===== src/rtl/softmute_pkg.sv =====
package softmute_pkg;
  localparam int SM_DATA_W    = 20;
  localparam int SM_RAMP_LOG2 = 10;
  localparam int SM_NUM_CH    = 2;
endpackage


===== src/rtl/softmute_gain_ctr.sv =====
module softmute_gain_ctr #(
  parameter int RAMP_LOG2 = 10,
  localparam int GW = RAMP_LOG2 + 1
) (
  input  logic          clk,
  input  logic          rst,
  input  logic          step_en,
  input  logic          go_down,
  output logic [GW-1:0] gain,
  output logic          at_zero
);
  localparam logic [GW-1:0] FULL = {1'b1, {RAMP_LOG2{1'b0}}};

  logic [GW-1:0] gain_nxt;

  always_comb begin
    gain_nxt = gain;
    if (step_en) begin
      if (go_down) begin
        if (gain != '0) gain_nxt = gain - 1'b1;
      end else begin
        if (gain != FULL) gain_nxt = gain + 1'b1;
      end
    end
  end

  always_ff @(posedge clk) begin
    if (rst) begin
      gain    <= FULL;
      at_zero <= 1'b0;
    end else begin
      gain    <= gain_nxt;
      at_zero <= (gain_nxt == '0);
    end
  end

  p_range_r3: assert property (@(posedge clk) disable iff (rst) gain <= FULL);
  p_down_r3: assert property (@(posedge clk) disable iff (rst)
    step_en && go_down && gain != '0 |=> gain == $past(gain) - 1'b1);
  p_up_r4: assert property (@(posedge clk) disable iff (rst)
    step_en && !go_down && gain != FULL |=> gain == $past(gain) + 1'b1);
  p_floor_r5: assert property (@(posedge clk) disable iff (rst)
    step_en && go_down && gain == '0 |=> gain == '0);
  p_idle_r9: assert property (@(posedge clk) disable iff (rst)
    !step_en |=> $stable(gain));
  p_flag_r8: assert property (@(posedge clk) disable iff (rst)
    at_zero == (gain == '0));
endmodule


===== src/rtl/softmute_scaler.sv =====
module softmute_scaler #(
  parameter int DATA_W    = 20,
  parameter int RAMP_LOG2 = 10,
  localparam int GW = RAMP_LOG2 + 1,
  localparam int PW = DATA_W + GW + 1
) (
  input  logic                     clk,
  input  logic                     rst,
  input  logic                     load,
  input  logic signed [DATA_W-1:0] sample,
  input  logic [GW-1:0]            gain,
  output logic signed [DATA_W-1:0] scaled
);
  localparam logic [GW-1:0] FULL = {1'b1, {RAMP_LOG2{1'b0}}};

  logic signed [PW-1:0] s_ext;
  logic signed [PW-1:0] g_ext;
  logic signed [PW-1:0] prod;

  always_comb begin
    s_ext = PW'(sample);
    g_ext = $signed(PW'(gain));
    prod  = s_ext * g_ext;
  end

  always_ff @(posedge clk) begin
    if (rst)       scaled <= '0;
    else if (load) scaled <= DATA_W'(prod >>> RAMP_LOG2);
  end

  p_hold_r2: assert property (@(posedge clk) disable iff (rst)
    !load |=> $stable(scaled));
  p_unity_r4: assert property (@(posedge clk) disable iff (rst)
    load && gain == FULL |=> scaled == $past(sample));
  p_zero_r5: assert property (@(posedge clk) disable iff (rst)
    load && gain == '0 |=> scaled == '0);
endmodule


===== src/rtl/softmute_ramp.sv =====
module softmute_ramp
  import softmute_pkg::*;
#(
  parameter int DATA_W    = SM_DATA_W,
  parameter int RAMP_LOG2 = SM_RAMP_LOG2
) (
  input  logic              clk,
  input  logic              rst,
  input  logic              mute_req,
  input  logic              frame_stb,
  input  logic [DATA_W-1:0] left_in,
  input  logic [DATA_W-1:0] right_in,
  output logic [DATA_W-1:0] left_out,
  output logic [DATA_W-1:0] right_out,
  output logic              muted
);
  localparam int GW = RAMP_LOG2 + 1;

  logic [GW-1:0]            gain;
  logic signed [DATA_W-1:0] ch_in  [SM_NUM_CH];
  logic signed [DATA_W-1:0] ch_out [SM_NUM_CH];

  assign ch_in[0]  = $signed(left_in);
  assign ch_in[1]  = $signed(right_in);
  assign left_out  = ch_out[0];
  assign right_out = ch_out[1];

  softmute_gain_ctr #(.RAMP_LOG2(RAMP_LOG2)) u_gain (
    .clk     (clk),
    .rst     (rst),
    .step_en (frame_stb),
    .go_down (mute_req),
    .gain    (gain),
    .at_zero (muted)
  );

  // One scaler per channel, all fed from the same gain register
  for (genvar ch = 0; ch < SM_NUM_CH; ch++) begin : g_ch
    softmute_scaler #(.DATA_W(DATA_W), .RAMP_LOG2(RAMP_LOG2)) u_scl (
      .clk    (clk),
      .rst    (rst),
      .load   (frame_stb),
      .sample (ch_in[ch]),
      .gain   (gain),
      .scaled (ch_out[ch])
    );
  end

  p_reset_r1: assert property (@(posedge clk)
    rst |=> (left_out == '0 && right_out == '0 && !muted));
  p_silent_r7: assert property (@(posedge clk) disable iff (rst)
    muted && $past(muted) && $past(frame_stb) |-> (left_out == '0 && right_out == '0));
endmodule


===== config.mk =====
export PLATFORM = sky130hd
export DESIGN_NAME = softmute_ramp
export DESIGN_NICKNAME = d
export VERILOG_FILES = /design/src/rtl/softmute_pkg.sv /design/src/rtl/softmute_gain_ctr.sv /design/src/rtl/softmute_scaler.sv /design/src/rtl/softmute_ramp.sv
export SDC_FILE = /design/constraint.sdc
export NUM_CORES = 1
export LEC_CHECK = 0
export ABC_CLOCK_PERIOD_IN_PS = 5750
export BUFFER_PORTS_ARGS = -buffer_cell sky130_fd_sc_hd__buf_2
export CORE_ASPECT_RATIO = 0.6
export CORE_MARGIN = 2
export CORE_UTILIZATION = 45
export DETAILED_ROUTE_END_ITERATION = 8
export GPL_TIMING_DRIVEN = 0
export PLACE_DENSITY = 0.66
export SETUP_SLACK_MARGIN = 0.4
export SYNTH_ARGS = -nofsm -noshare
export SYNTH_HDL_FRONTEND = slang
export SYNTH_SLANG_ARGS = --single-unit

===== constraint.sdc =====
create_clock -name clk -period 5.75 [get_ports clk]
set_input_delay 1.15 -clock clk [delete_from_list [all_inputs] [get_ports clk]]
set_output_delay 1.15 -clock clk [all_outputs]
set_load 0.03 [all_outputs]

==> results.yml, run 1 <==
final_layout:
  area_delta_synth_final_pct: 23.0
  drive_above_1_share_pct: 21.9
  layout.nets: 2658
  fillerInstances: 3204
  diodes: 0
  final_util_pct: 56.1
global_route:
  grt_remaining_overflow: 0
  grt_pass1_vias: 14000
  grt_use_total_pct: 26.9
  antenna_found_initial: 0
  grt_pass1_wl_mm: 78.7
  grt_max_degree: 17
clock_network:
  cts_tree: "built"
  cts_buffer_depth: 2
  cts_buffers: 5
  cts-root-buf: "clkbuf_16"
  insertion_delay_ns: 0.33
  clk_pin_slew_ns: 0.10
  cts.sinks: 52
  cts_hold_buffers: 0
  cts_max_level: 2
sta:
  post-route-period-util_pct: 104
  setup_viol: 18
  layout_setup_ws_ns: -0.228
  maxSlewHeadroom_pct: 13.6
  period_minus_slack_ns: 5.98
  skew_ns: 0.0222
  tightest_slew_ns: 1.30
  rsz0062_at_grt: "yes"
  finalHoldViolations: 0
  max_freq_ghz: 0.167
  maxSlewViolCount: 0
drt:
  vias: 13300
  viasPerCell: 5.14
  drc: 0
  drtPass1Iterations: 5
  avgRoutedWirePerCell_um: 19.4
  first_iter_violations: 979
  ant_nets: 0
  wl_mm: 50.3
logic_synthesis:
  synth_edf_count: 0
  yosysUniqueCellTypes: 68
  synthCells: 1920
  synth_top_flop_cell: "dfxtp_1"
  synth_area_leader_cell: "fa_1"
  netlist_area_sq_mm: 0.0166
  avgSynthCellArea_sq_um: 8.62
  syn_nets: 2464
  ys_seq_elements: 52
  yosysMostFrequentCell: "inv_1"
  synthTopCellsByCount: "inv_1 (476), fa_1 (376), nand2_1 (350)"
  ys_seq_area_share_pct: 6.29
  yosys_warnings: 0
  synthTopCellsByArea: "fa_1 (45%), inv_1 (11%), ha_1 (9.4%)"
  yosysTopAreaCellShare_pct: 45.5
  async_reset_ff_share_pct: 0
die:
  ios: 85
  start_util_pct: 45.6
  die_area_sq_mm: 0.0384
  die_w_um: 252
  die_y_um: 153
  num_rows: 54
  core_area_sq_mm: 0.0363
critical_path:
  cp-start-kind: "primary input"
  critPathArrivalTime_ns: 6.21
  cp-end-kind: "flip-flop"
  cp-startpoint: "right_in[3]"
  cp.required_ns: 5.99
  r2r_start: "u_gain.gain[0]"
  path_class: "in -> reg"
  path_max_fanout: 4
place:
  dpl.hpwl_mm: 39.5
  port_buffers: 82
  gp_congestion: 0.961
power_and_ir_drop:
  peakVddDrop_mv: 0.365
  power_leakage_nw: 10.2
  power.total_mw: 9.44
  power_density_mw_per_mm2: 464
run_status:
  violations: "setup timing"
  status: "finished with violations"
min_path:
  hold_start: "g_ch[1].u_scl.scaled[15]"
  hp-class: "reg -> reg"
job:
  drv_cap: 0
-- where the power goes --
group	total, mW	internal, mW	switching (mW)
Combinational	8.54	3.84	4.70
Clock	0.366	0.175	0.190
Sequential	0.534	0.476	0.0580
-- path summary, 6_finish.rpt --
path,to,slack (ns),depth (start not counted)
max,g_ch[1].u_scl.scaled[19],-0.23,21
min,g_ch[1].u_scl.scaled[15],0.45,2
max reg2reg,g_ch[1].u_scl.scaled[19],-0.15,22
min reg2reg,g_ch[1].u_scl.scaled[15],0.45,2
-- through the flow --
| stage | hold WS, ns | worst slack (ns) | instances | setup TNS [ns] | instance area (sq um) |
|---|---|---|---|---|---|
| floorplan | 0.575 | -0.267 | 1920 | -0.405 | 17000 |
| global placement | 0.439 | -1.11 | 2478 | -16.79 | 18000 |
| detailed placement | 0.445 | -1.23 | 2478 | -21.57 | 18000 |
| CTS | 0.464 | -0.440 | 2536 | -3.50 | 19200 |
| global route | 0.486 | -0.434 | 2591 | -5.75 | 20400 |
| finish | 0.448 | -0.228 | 2591 | -1.73 | 20400 |
-- state kept, by name, indices dropped and copies added (netlist names) --
register and count:
u_gain.gain 11, u_gain.at_zero 1, g_ch.u_scl.scaled 40
-- critical path, stage by stage --
cell       delay [ns]
buf_8            0.11
clkbuf_16        0.14
and2_4           0.16
fa_1             0.48
ha_2             0.19
fa_1             0.48
inv_1            0.05
fa_1             0.47
inv_1            0.04
fa_1             0.51
ha_4             0.22
a2111oi_4        0.37
o41ai_4          0.17
a41oi_2          0.17
buf_6            0.14
o21ai_4          0.06
a21o_4           0.25
a32oi_4          0.21
a311oi_2         0.14
or4b_1           0.52
and3_1           0.16
-- routing by layer --
metal | vias to the layer above | global-route usage, % | share of wire, %
li1 | 6004 | - | -
met1 | 6751 | 39.4 | 46
met2 | 493 | 39.0 | 42
met3 | 62 | 8.32 | 9.0
met4 | 0 | 5.87 | 2.2
met5 | - | 0 | 0
-- kinds of logic (layout without fill, tap and decap cells) --
family | after synthesis | count (layout) | synth area share, %
buffers and inverters | 584 | 779 | 13.3
and+or+nand+nor | 586 | 586 | 16.3
xor gates and xnor gates | 56 | 56 | 2.96
AOI/OAI and AO/OA | 125 | 125 | 5.30
adders and majority gates | 500 | 500 | 54.8
muxes | 17 | 17 | 1.03
DFF | 52 | 52 | 6.29
-- cell usage in the layout, fill, tap and decap left out, drive strengths merged, types with 9 or more instances in the layout --
master,n
a21o,12
a21oi,25
and2,120
buf,238
clkbuf,63
dfxtp,52
fa,376
ha,124
inv,475
mux2i,17
nand2,350
nand2b,10
nand4,10
nor2,46
nor2b,9
o21ai,25
xnor2,37
xor2,19
-- cell type report --
type | instances | area, sq um | area share [%]
timing repair buffer | 187 | 1510 | 7.39
inverter | 476 | 1790 | 8.79
tap | 476 | 596 | 2.92
buffer | 108 | 927 | 4.55
multi-input combinational | 1284 | 14400 | 70.5
clock buffer | 6 | 139 | 0.682
clock inverter | 2 | 15.0 | 0.0737
sequential | 52 | 1040 | 5.11
-- what timing repair did --
| item | in CTS | in global routing |
|---|---|---|
| gates cloned | 0 | 2 |
| setup buffers | 50 | 53 |
| endpoints found under the setup margin | 40 | 38 |
| pin swaps | 63 | 93 |
| resized for setup | 167 | 237 |
No activity file was read; power rests on OpenSTA's default activity.
==> inputs of run 2 (changes only) <==
--- a/config.mk
+++ b/config.mk
@@ -5,10 +5,9 @@
 export SDC_FILE = /design/constraint.sdc
 export NUM_CORES = 1
 export LEC_CHECK = 0
-export ABC_CLOCK_PERIOD_IN_PS = 5750
+export ABC_CLOCK_PERIOD_IN_PS = 4800
 export BUFFER_PORTS_ARGS = -buffer_cell sky130_fd_sc_hd__buf_2
 export CORE_ASPECT_RATIO = 0.6
-export CORE_MARGIN = 2
 export CORE_UTILIZATION = 45
 export DETAILED_ROUTE_END_ITERATION = 8
 export GPL_TIMING_DRIVEN = 0
==> constraint.sdc (replaced) <==
create_clock -name clk -period 4.8 [get_ports clk]
set_input_delay 0.96 -clock clk [delete_from_list [all_inputs] [get_ports clk]]
set_output_delay 0.96 -clock clk [all_outputs]
set_load 0.03 [all_outputs]
==> results.yml, run 2 (synthesis gave the netlist of run 1 again) <==
sta:
  rsz0062_at_grt: "yes"
  period_minus_slack_ns: 5.87
  post-route-period-util_pct: 122
  hold_ws_ns: 0.451
  setup_viol: 39
  layout_setup_ws_ns: -1.07
  max_freq_ghz: 0.170
  maxSlewHeadroom_pct: 10.1
  maxSlewViolCount: 0
  skew_ns: 0.0250
  finalHoldViolations: 0
  tightest_slew_ns: 1.35
min_path:
  hold_end: "g_ch[0].u_scl.scaled[5]"
  hold_start: "g_ch[0].u_scl.scaled[5]"
  hold-path-cell-count: 2
  hp-class: "reg -> reg"
die:
  die_y_um: 151
  die_area_sq_mm: 0.0376
  num_rows: 53
  die_w_um: 250
  start_util_pct: 46.5
  core_area_sq_mm: 0.0356
  ios: 85
place:
  gp_congestion: 0.916
  dpl.hpwl_mm: 38.8
  port_buffers: 82
  place_area_sq_mm: 0.0180
drt:
  avgRoutedWirePerCell_um: 19.0
  ant_nets: 0
  vias: 13400
  drtPass1Iterations: 5
  first_iter_violations: 1039
  viasPerCell: 5.19
  drc: 0
  wl_mm: 49.2
run_status:
  status: "finished with violations"
  violations: "setup timing"
critical_path:
  path_max_fanout: 4
  critPathArrivalTime_ns: 6.12
  cp-start-kind: "primary input"
  r2r_end: "g_ch[1].u_scl.scaled[19]"
  cp.required_ns: 5.04
  r2r_start: "u_gain.gain[8]"
  path_class: "in -> reg"
  rrSetupSlack_ns: -1.02
  cp-startpoint: "right_in[4]"
  reg2regPathDepth: 21
  cp-end-kind: "flip-flop"
global_route:
  grt_remaining_overflow: 0
  antenna_found_initial: 1
  grt_max_degree: 19
  grt_pass1_wl_mm: 77.9
  grt_use_total_pct: 27.4
  grt_pass1_vias: 14100
job:
  drv_cap: 0
final_layout:
  drive_above_1_share_pct: 22.8
  diodes: 0
  area_delta_synth_final_pct: 23.9
  regMostFlops: "g_ch.u_scl.scaled"
  multi_input_area_sq_mm: 0.0143
  largest_register_ffs: 40
  layout.nets: 2663
  fin_area_sq_mm: 0.0205
  layout_common_cells: "inv_1 (450), fa_1 (358), nand2_1 (308), and2_1 (112), ha_1 (93)"
  seqCellArea_sq_mm: 0.00104
  fillerInstances: 3133
  layout_commonest_cell: "inv_1"
  reg_top3: "g_ch.u_scl.scaled (40), u_gain.gain (11), u_gain.at_zero (1)"
clock_network:
  cts_buffer_depth: 2
  cts_buffers: 5
  cts_hold_buffers: 0
  cts-root-buf: "clkbuf_16"
  clk_pin_slew_ns: 0.09
  cts_tree: "built"
  cts_max_level: 2
  cts.sinks: 52
  insertion_delay_ns: 0.35
power_and_ir_drop:
  power.total_mw: 11.0
  peakVddDrop_mv: 0.447
  power_leakage_nw: 10.3
  power_density_mw_per_mm2: 538
## run 2: cell count changes in the layout (fill, tap and decap cells not counted), sizes merged
cell,change
inv,+1
clkinvlp,-1
clkbuf,-4
buf,+8
clkinv,+1
## run 2: layout make-up
class / instances / share of cell area [%]
Inverter: 476 / 8.72
Buffer: 108 / 5.11
Clock buffer: 5 / 0.610
Tap cell: 467 / 2.85
Timing Repair Buffer: 192 / 7.60
Multi-Input combinational cell: 1284 / 69.9
Sequential cell: 52 / 5.08
Clock inverter: 3 / 0.134
## run 2: worst max-delay path: stages
cell	delay (ns)
buf_8	0.11
buf_8	0.12
buf_6	0.11
buf_4	0.13
and2_1	0.15
ha_1	0.31
fa_1	0.57
fa_1	0.45
fa_1	0.50
inv_1	0.05
fa_1	0.49
inv_2	0.05
ha_4	0.25
a21oi_2	0.15
o21ai_2	0.08
a21oi_2	0.17
o21ai_4	0.09
a21o_4	0.25
a32oi_4	0.26
a311oi_4	0.14
or4b_1	0.53
and3_4	0.19
## run 2: worst max-delay path by stage
stage                                           to  slack (ns)  cells past startpoint
final                     g_ch[1].u_scl.scaled[19]       -1.07                     22
after detailed placement  g_ch[1].u_scl.scaled[19]       -2.28                     21
after floorplan           g_ch[1].u_scl.scaled[19]       -1.03                     19
after global routing      g_ch[1].u_scl.scaled[19]       -1.20                     22
after CTS                 g_ch[1].u_scl.scaled[19]       -1.19                     20
after global placement    g_ch[1].u_scl.scaled[19]       -2.11                     21
## run 2: metal layers
metal  share of wire (%)  wire, um  GRT usage [%]  vias to the layer above
li1                    -         -              -                     6017
met2                  44     21500           41.7                      563
met1                  44     21800           39.1                     6780
met5                   0         0              0                        -
met3                 9.7      4760           7.04                       69
met4                 2.3      1120           6.45                        0
## run 2: metrics by stage
step | setup WS, ns | utilization (%) | setup TNS [ns] | std cells
after floorplan | -1.03 | - | -16.39 | 1920
after global placement | -2.11 | 50.6 | -56.26 | 2469
after detailed placement | -2.28 | 50.6 | -59.89 | 2469
after CTS | -1.19 | 55.3 | -23.99 | 2555
after global routing | -1.20 | 57.6 | -30.56 | 2587
final | -1.07 | 57.6 | -24.04 | 2587
## run 2: what timing repair did
item                                    4_1_cts  5_1_grt
pin swaps                                    86       71
gates resized for setup                     252      201
gates cloned                                  2        1
buffers inserted                             76       31
endpoints found under the setup margin       40       40
## run 2: where the power goes
part	switching [mW]	leakage, nW	internal [mW]
combinational	5.43	9.83	4.54
sequential	0.0571	0.428	0.570
clock	0.242	0.0719	0.200
total	5.73	10.3	5.31
==> inputs of run 3 (changes only) <==
--- a/config.mk
+++ b/config.mk
@@ -15,4 +15,5 @@
 export SETUP_SLACK_MARGIN = 0.4
 export SYNTH_ARGS = -nofsm -noshare
 export SYNTH_HDL_FRONTEND = slang
+export SYNTH_HIERARCHICAL = 1
 export SYNTH_SLANG_ARGS = --single-unit
==> constraint.sdc (replaced) <==
create_clock -name clk -period 4.8 [get_ports clk]
set_input_delay 0.96 -clock clk [delete_from_list [all_inputs] [get_ports clk]]
set_output_delay 0.96 -clock clk [all_outputs]
set_load 0.05 [all_outputs]
==> results.yml, run 3 <==
critical_path:
  slowest_stage: "fa_1"
  slowest_delay_ns: 0.53
  cp.required_ns: 5.02
  path_max_fanout: 8
  cpMostUsedCell: "fa_1"
  path_class: "in -> reg"
  path_cells: "buf_6, clkbuf_16, nand2_1, fa_1, fa_1, inv_1, fa_1, fa_1, inv_1, fa_1, inv_1, ha_1, nand4_1, and4bb_4, o21ai_4, nand3b_1, a21oi_2, nor2b_1, o32ai_1"
  critPathArrivalTime_ns: 5.65
  cp_num_buf_inv: 5
  cp-end-kind: "flip-flop"
  critical-path-top-delay-family: "adder cells"
  cp-start-kind: "primary input"
clock_network:
  cts.sinks: 52
  insertion_delay_ns: 0.32
  cts-root-buf: "clkbuf_16"
  cts_buffers: 5
  cts_buffer_depth: 2
  cts_max_level: 2
  clk_pin_slew_ns: 0.08
  cts_tree: "built"
global_route:
  grt_use_total_pct: 27.3
  grt_max_degree: 19
  grt_pass1_wl_mm: 82.1
  antenna_found_initial: 1
  grt_pass1_vias: 15200
  grt_remaining_overflow: 0
drt:
  wl_mm: 49.7
  drtPass1Iterations: 5
  viasPerCell: 5.24
  avgRoutedWirePerCell_um: 18.7
  drc: 0
  first_iter_violations: 940
  vias: 13900
  ant_nets: 0
logic_synthesis:
  async_reset_ff_share_pct: 0
  syn_nets: 2502
  yosysTopAreaCellShare_pct: 43.9
  avgSynthCellArea_sq_um: 8.75
  ys_seq_area_share_pct: 6.08
  yosysMostFrequentCell: "inv_1"
  ys_seq_elements: 52
  synth_edf_count: 0
  yosysUniqueCellTypes: 92
  netlist_area_sq_mm: 0.0171
  synthCells: 1957
  synth_area_leader_cell: "fa_1"
  yosys_warnings: 6
  synth_top_flop_cell: "dfxtp_1"
  synthTopCellsByArea: "fa_1 (44%), ha_1 (9.1%), inv_1 (9.1%)"
  synthTopCellsByCount: "inv_1 (414), fa_1 (376), nand2_1 (346)"
die:
  core_area_sq_mm: 0.0369
  die_area_sq_mm: 0.0389
  num_rows: 54
  die_w_um: 254
  die_y_um: 153
  ios: 85
  start_util_pct: 46.4
run_status:
  violations: "setup timing"
  status: "finished with violations"
sta:
  maxSlewViolCount: 0
  setup_viol: 39
  skew_ns: 0.0129
  tightest_slew_ns: 0.691
  layout_setup_ws_ns: -0.630
  max_freq_ghz: 0.184
  period_minus_slack_ns: 5.43
  post-route-period-util_pct: 113
  finalHoldViolations: 0
  rsz0062_at_grt: "yes"
  maxSlewHeadroom_pct: 53.9
final_layout:
  final_util_pct: 58.9
  layout.nets: 2699
  regMostFlops: "g_ch.u_scl/scaled"
  fin_area_sq_mm: 0.0217
  drive_above_1_share_pct: 27.7
  reg_top3: "g_ch.u_scl/scaled (40), u_gain/gain (11), u_gain/at_zero (1)"
  layout_commonest_cell: "inv_1"
  layout_common_cells: "inv_1 (379), fa_1 (336), nand2_1 (283), and2_1 (121), ha_1 (97)"
  diodes: 0
  area_delta_synth_final_pct: 26.9
  largest_register_ffs: 40
min_path:
  hp-class: "reg -> reg"
place:
  port_buffers: 84
  gp_congestion: 0.957
  dpl.hpwl_mm: 40.2
  place_area_sq_mm: 0.0191
job:
  drv_cap: 0
==> run 3: final cells by class <==
type / instances / area (sq um)
multi-input combinational: 1384 / 15600
fill: 3239 / 15100
inverter: 414 / 1560
timing repair buffer: 190 / 1550
buffer: 107 / 1240
sequential: 52 / 1050
tap: 504 / 631
clock buffer: 5 / 125
clock inverter: 3 / 25.0
==> run 3: kinds of logic after synthesis <==
| logic type | after synthesis | synth area share (%) |
|---|---|---|
| simple gates | 653 | 18.5 |
| buf+inv | 521 | 11.8 |
| fa+ha+maj | 501 | 53.1 |
| compound gates | 159 | 6.79 |
| xor+xnor | 54 | 2.76 |
| flops | 52 | 6.08 |
| mux | 17 | 1.00 |
==> run 3: stage by stage <==
step / cells / hold slack, ns / setup slack (ns) / TNS (ns)
floorplan: 1957 / 0.625 / -0.609 / -11.86
global placement: 2545 / 0.442 / -1.35 / -37.84
detailed placement: 2545 / 0.444 / -1.39 / -39.99
CTS: 2635 / 0.454 / -0.611 / -15.95
global route: 2659 / 0.479 / -0.802 / -22.26
finish: 2659 / 0.451 / -0.630 / -17.23
==> run 3: timing repair <==
item	in CTS	in global routing
gates cloned	3	0
resized for setup	289	157
setup endpoints to repair	40	40
hold buffers	0	0
endpoints found under the hold margin	0	0
setup buffers	79	24
pin swaps	159	105
==> run 3: worst paths after layout <==
check | slack, ns | end | startpoint | cells after the start
max reg2reg | -0.62 | g_ch[0].u_scl/scaled[15] | u_gain/gain[5] | 18
min reg2reg | 0.45 | g_ch[0].u_scl/scaled[17] | g_ch[0].u_scl/scaled[17] | 2
max | -0.63 | g_ch[0].u_scl/scaled[15] | left_in[11] | 19
min | 0.45 | g_ch[0].u_scl/scaled[17] | g_ch[0].u_scl/scaled[17] | 2
==> run 3: layer usage <==
metal  vias to the layer above  global-route usage, %  share of wire (%)
li1                       6317                      -                  -
met3                        38                   5.60                8.8
met4                         0                   4.96                1.2
met5                         -                      0                  0
met2                       475                   39.9                 42
met1                      7098                   41.8                 48
==> run 3: tightest hold or removal path, stage by stage, from the launching register on <==
cell and delay (ns):
dfxtp_1 0.31, nand2_1 0.05, o21ai_1 0.05
Power of run 3 is not shown: default switching activity piles up to over one toggle a cycle in this logic, so the estimate is an artifact.
